==> config.mk <==
export PLATFORM = sky130hd
export DESIGN_NAME = wprot_seq
export DESIGN_NICKNAME = d
export VERILOG_FILES = /design/src/rtl/wprot_seq.sv
export SDC_FILE = /design/constraint.sdc
export NUM_CORES = 1
export LEC_CHECK = 0
export BUFFER_PORTS_ARGS = -buffer_cell sky130_fd_sc_hd__buf_4
export CORE_ASPECT_RATIO = 0.8
export CORE_MARGIN = 2
export CORE_UTILIZATION = 35
export DETAILED_ROUTE_END_ITERATION = 8
export GPL_TIMING_DRIVEN = 1
export PLACE_DENSITY_LB_ADDON = 0.2
export SKIP_CTS_REPAIR_TIMING = 1
export SLEW_MARGIN = 20
export SYNTH_ARGS = -nofsm -noshare
export SYNTH_HDL_FRONTEND = slang
export SYNTH_SLANG_ARGS = --single-unit
export TNS_END_PERCENT = 20
==> constraint.sdc <==
create_clock -name clk -period 2.7 [get_ports clk]
set_clock_uncertainty 0.2 [all_clocks]
set_input_delay 0.27 -clock clk [delete_from_list [all_inputs] [get_ports clk]]
set_output_delay 0.27 -clock clk [all_outputs]
set_load 0.05 [all_outputs]
==> src/rtl/wprot_seq.sv <==
module wprot_seq #(
  parameter int AW = 13,
  parameter int DW = 8,
  parameter int BUSY_CYC = 16,
  parameter bit PROT_RST = 1'b0,
  parameter logic [AW-1:0] KEY_A1 = AW'('h1555),
  parameter logic [AW-1:0] KEY_A2 = AW'('h0AAA),
  parameter logic [DW-1:0] KEY_D1 = DW'('hAA),
  parameter logic [DW-1:0] KEY_D2 = DW'('h55),
  parameter logic [DW-1:0] ARM_D  = DW'('hA0),
  parameter logic [DW-1:0] DIS_D0 = DW'('h80),
  parameter logic [DW-1:0] DIS_D  = DW'('h20)
) (
  input  logic          clk,
  input  logic          rst_n,
  input  logic          wr_stb,
  input  logic [AW-1:0] wr_addr,
  input  logic [DW-1:0] wr_data,
  input  logic          win_open,
  output logic          wr_permit,
  output logic          prog_start,
  output logic          busy,
  output logic          prot_on
);
  localparam int CW = $clog2(BUSY_CYC + 1);

  logic [2:0]    step, step_n;
  logic          loading, qual, nxt_prot;
  logic [CW-1:0] cnt;
  logic          cmd_ok, arm, dis;

  wire on_a1 = wr_addr == KEY_A1;
  wire on_a2 = wr_addr == KEY_A2;
  wire m_k1  = on_a1 && wr_data == KEY_D1;
  wire m_k2  = on_a2 && wr_data == KEY_D2;
  wire m_arm = on_a1 && wr_data == ARM_D;
  wire m_d0  = on_a1 && wr_data == DIS_D0;
  wire m_dis = on_a1 && wr_data == DIS_D;

  assign busy = cnt != '0;

  wire expire  = !busy && (loading || step != 3'd0) && !win_open;
  wire wr_ev   = wr_stb && !busy && !expire;
  wire seq_wr  = wr_ev && !loading && cmd_ok;
  wire data_wr = wr_ev && (loading || !cmd_ok);

  assign wr_permit  = data_wr && (loading ? qual : !prot_on);
  assign prog_start = expire && loading;

  always_comb begin
    cmd_ok = 1'b0;
    step_n = 3'd0;
    arm    = 1'b0;
    dis    = 1'b0;
    case (step)
      3'd0: if (m_k1) begin cmd_ok = 1'b1; step_n = 3'd1; end
      3'd1: if (m_k2) begin cmd_ok = 1'b1; step_n = 3'd2; end
      3'd2: begin
        if (m_arm) begin
          cmd_ok = 1'b1;
          arm    = 1'b1;
        end else if (m_d0) begin
          cmd_ok = 1'b1;
          step_n = 3'd3;
        end
      end
      3'd3: if (m_k1) begin cmd_ok = 1'b1; step_n = 3'd4; end
      3'd4: if (m_k2) begin cmd_ok = 1'b1; step_n = 3'd5; end
      3'd5: if (m_dis) begin cmd_ok = 1'b1; dis = 1'b1; end
      default: ;
    endcase
  end

  always_ff @(posedge clk or negedge rst_n) begin
    if (!rst_n) begin
      step     <= 3'd0;
      loading  <= 1'b0;
      qual     <= 1'b0;
      cnt      <= '0;
      prot_on  <= PROT_RST;
      nxt_prot <= PROT_RST;
    end else if (busy) begin
      cnt <= cnt - CW'(1);
      if (cnt == CW'(1)) prot_on <= nxt_prot;
    end else if (expire) begin
      step    <= 3'd0;
      loading <= 1'b0;
      if (loading) cnt <= CW'(BUSY_CYC);
    end else if (seq_wr) begin
      step <= step_n;
      if (arm || dis) begin
        loading  <= 1'b1;
        qual     <= 1'b1;
        nxt_prot <= arm;
      end
    end else if (data_wr && !loading) begin
      step    <= 3'd0;
      loading <= 1'b1;
      qual    <= !prot_on;
    end
  end
endmodule

---- Word-level counts from Yosys, hierarchy flattened ----
Index checks and enable logic that the tools add are counted.
operators by class
  add/sub/neg operators ................... 1
  equal/unequal tests ..................... 15
  multiplexer cells ....................... 29
  bitwise logic cells ..................... 2
  reduce and logical (&&, ||, !) cells .... 39
operator list
  cell                                                    count
  equality test 8 bit (second input constant)             3
  2-to-1 mux 1 bit                                        16
  logical AND 1 bit                                       15
  2-to-1 mux 3 bit                                        5
  2-to-1 mux 5 bit                                        3
  one-hot mux 3 bit (5 select lines)                      1
  equality test 13 x 12 -> 1 bit (second input constant)  1
  equality test 13 bit (second input constant)            1
  equality test 8 x 6 -> 1 bit (second input constant)    1
  equality test 8 x 7 -> 1 bit (second input constant)    1
  AND reduction 4 bit                                     2
  equality test 3 x 2 -> 1 bit (second input constant)    2
  equality test 3 bit (second input constant)             2
  zero test 1 bit                                         6
  2-to-1 mux 2 bit                                        3
  AND reduction 2 bit                                     3
  nonzero test 2 bit                                      3
  nonzero test 3 bit                                      2
  equality test 5 x 1 -> 1 bit (second input constant)    1
  nonzero test 5 bit                                      1
  subtractor 5 x 1 -> 5 bit (second input constant)       1
  one-hot mux 1 bit (4 select lines)                      1
  OR reduction 2 bit                                      2
  equality test 3 x 1 -> 1 bit (second input constant)    1
  6 further kinds                                         9
storage, ports and cells
  register bits after elaboration ......... 12
  input bits .............................. 25
  output and inout port bits .............. 4
  word-level logic and storage cells ...... 92

---- Depth between registers and ports, before layout ----
  word-level depth ........................ 12
  depth in mapped cells ................... 8

---- Least setup slack after synthesis ----
No wires, ideal clock.
  path kind ............................... reg2reg
  start ................................... reg cnt[0]
  end ..................................... reg cnt[4]
  data arrival time ....................... 2.600 ns
  path slack .............................. -0.163 ns
  stages on the path, launching flop included .. 9
  buffers on the path ..................... 0
  period minus slack after synthesis ...... 2.863 ns
  path through ............................ dfrtp_1 inv_1 ha_1 nor4b_4 inv_1 nor3b_2 a21oi_1 nor3_1 o32a_2
on the way
  longest elaborated chain between the ends .. 6
RTL lines
  what                             line  text
  from (decl)                      29    logic [CW-1:0] cnt;
  from (signal assigned)           83    cnt <= cnt - CW'(1);
  from (signal assigned)           88    if (loading) cnt <= CW'(BUSY_CYC);
  nonzero test 5 bit (*)           40    assign busy = cnt != '0;
  net busy                         22    output logic busy,
  zero test 1 bit                  42    wire expire = !busy && (loading || step != 3'd0) && !win_open;
  logical AND 1 bit (2 in series)  42
  nonzero test 2 bit (no line)     -
  AND reduction 2 bit (no line)    -
The timed path passes the listed nets; every way through them passes the cells marked *.
A chain may end at the register's enable or synchronous reset.

---- Worst setup path after layout ----
  start ................................... reg step[0]
  end ..................................... out wr_permit
on the way
  longest elaborated chain between the ends .. 8
RTL lines
  what                                                                                        line  text
  from (decl)                                                                                 27    logic [2:0] step, step_n;
  from (signal assigned)                                                                      90    step <= step_n;
  parallel branches: the longest is 6 deep, another holds one-hot mux 1 bit (4 select lines)  -
  logical AND 1 bit (*)                                                                       45    wire data_wr = wr_ev && (loading || !cmd_ok);
  logical AND 1 bit (*)                                                                       47    assign wr_permit = data_wr && (loading ? qual : !prot_on);
  to (decl)                                                                                   20    output logic wr_permit,
Every way passes the cells marked *.

==> flow_summary.ini <==
[outcome]
outcome = finished clean

[setup_path]
worstSetupStartpointType = register
r2r-end = qual
path_cells = nor4bb_2, nand4b_1, nor4_2, a31o_2, or3b_1, o22ai_1, buf_4
cp.arrival_ns = 2.07
crit_family = simple AND/OR/NAND/NOR gates
path_max_fanout = 3
path_class = reg2out
r2r-start = cnt[0]
slowest_stage = nor4bb_2
slowest_delay_ns = 0.41
r2r_slack_ns = 0.30
reg2regPathDepth = 7
cp.required_ns = 2.23
path_buf_inv = 1
critPathLaunch = step[0]
endpoint_kind = output port

[logic_synthesis]
synth_ff_type = dfrtp_1
synth_xor_area_share_pct = 0.915
netlist_instances = 108
ys_types = 42
synthMuxAreaShare_pct = 2.22
synth_top_family_by_area = simple AND/OR/NAND/NOR gates
synth.avg_cell_area_um2 = 8.86
synth_fa_ha_area_share_pct = 3.92
ys_seq_elements = 12
synth_compound_area_share_pct = 17.4
synth_nets = 136
syn_area_um2 = 957
synth-seq-area-share_pct = 31.4
yosys.area_share.simple_pct = 39.6
yosys_warnings = 0
synthArstFlopShare_pct = 100
synth_edf_count = 0

[finish]
multiInputGateArea_um2 = 632
area_growth_pct = 34.4
seq_area_um2 = 300
nets = 171
n_fill_cell = 254
drive_gt1_share_pct = 33.1
insertedDiodeCount = 0

[global_routing]
grt_pass1_vias = 889
grt_start_max_net_pins = 13
grtUsageMet3_pct = 4.48
busiest_layer = met1
met2_usage_pct = 24.4
grt_util_met1_pct = 25.2
grt_pass1_wl_um = 4230
antenna_found_initial = 0
grt_overflow = 0
globalRouteTotalUtil_pct = 16.7

[hold_path]
min_from = wr_data[7]
hold_class = in2reg
hold_depth = 4
holdPathEnd = nxt_prot

[floorplanning]
fp.dieH_um = 50.8
dieArea_um2 = 3170
core_area_um2 = 2520
fp.dieW_um = 62.5
io_pins = 29
num_rows = 16
initial_utilization_pct = 37.9

[route]
drt_first_pass_iters = 4
postRouteAntennaNets = 0
wl_per_cell_um = 13.4
drc = 0
vias = 940
drtIter0Drc = 14
viasPerCell = 5.28
finalWirelength_um = 2390

[job]
maxCapViolCount = 0

[pwr]
p_per_area_nw_per_um2 = 563
p_leak_uw = 0.000549
power_uw = 725
ir_drop_mv = 0.428

[timing]
fin_crit_ns = 2.54
relSlewSlack_pct = 71.0
setup_viol = 0
min_period_over_period_pct = 94.3
maxSlewViolCount = 0
max_freq_ghz = 0.393
hold_slack_ns = 0.153
hold_violations = 0
tightest_slew_ns = 0.431

[clock_tree]
cts_buffers = 3
cts_num_sinks = 12
cts_tree = built
clk_pin_slew_worst_paths_ns = 0.07
cts_root_buf = clkbuf_4
htree_levels = 1
clockBufferDepth = 2
clk_latency_ns = 0.27

[placed_design]
io_buffers = 28
place_congestion = 0.841
hpwl_um = 1960
==> report_power, final <==
group,switching (µW),internal [µW],leakage (µW)
clock,56.3,81.9,0.0000210
sequential,76.9,228,0.000148
combinational,140,141,0.000380
total,273,451,0.000549
==> tightest hold or removal path, stage by stage <==
cell and delay [ns]:
buf_4 0.10, nor3b_1 0.05, nand3_1 0.06, o2bb2ai_1 0.10
==> cells in the mapped netlist, types with 2 or more instances <==
cell type	count	area, µm²
dfrtp_1	12	300
o21ai_0	6	30.0
and4b_1	2	20.0
o22ai_1	2	12.5
ha_1	3	37.5
nand2_1	11	41.3
a21oi_1	4	20.0
buf_2	2	10.0
nor4_1	3	18.8
or3_1	2	12.5
nand3_1	7	35.0
nor2_1	8	30.0
nor3b_1	3	22.5
nor2b_1	2	12.5
nor3_1	6	30.0
nor4bb_1	3	30.0
inv_1	6	22.5
nor4b_1	2	17.5
==> cells in the final DEF, fill, tap and decap left out, types with 4 or more instances in the layout <==
cell / count
buf_4: 32
dfrtp_1: 12
nand2_1: 11
nor2_1: 8
nand3_1: 7
inv_1: 6
nor3_1: 6
o21ai_0: 6
a21oi_1: 4
==> layout make-up <==
cell class              instances  share of cell area, %
clock buffers                   4                   2.82
flip-flops and latches         12                   23.3
repair buffers                 33                   19.5
multi-input cells              87                   49.1
well taps                      36                   3.50
inverters                       6                   1.75
==> how the worst max path moves through the flow <==
stage,endpoint,cells after the start
5_1_grt,wr_permit,7
3_5_place_dp,wr_permit,8
2_1_floorplan,cnt[4],8
3_3_place_gp,wr_permit,8
6_report,wr_permit,7
4_1_cts,wr_permit,7
==> registers in the layout, summed over array words and instances (netlist names) <==
register	cells
cnt	5
loading	1
nxt_prot	1
prot_on	1
qual	1
step	3
==> metrics by stage <==
stage | util (%) | worst slack [ns] | setup TNS (ns) | area (µm²) | instances
floorplan | - | 0.0297 | 0 | 963 | 108
global placement | 48.7 | 0.257 | 0 | 1230 | 173
detailed placement | 48.7 | 0.208 | 0 | 1230 | 173
CTS | 50.1 | 0.0263 | 0 | 1260 | 177
global route | 51.0 | -0.00189 | -0.00189 | 1290 | 178
finish | 51.0 | 0.155 | 0 | 1290 | 178
==> cell families after synthesis <==
| family | count (synthesis) |
|---|---|
| flip-flops | 12 |
| multiplexers | 2 |
| AO/OA/AOI/OAI | 22 |
| AND/OR/NAND/NOR | 59 |
| adder cells (fa/ha/maj) | 3 |
| buffers and inverters | 9 |
| XOR/XNOR | 1 |
==> metal layers <==
layer	up-vias	part of all wire, %
li1	482	-
met1	446	55
met2	12	42
met3	0	3.4
met4	0	0
met5	-	0
Power figures use the tool's default switching activity.
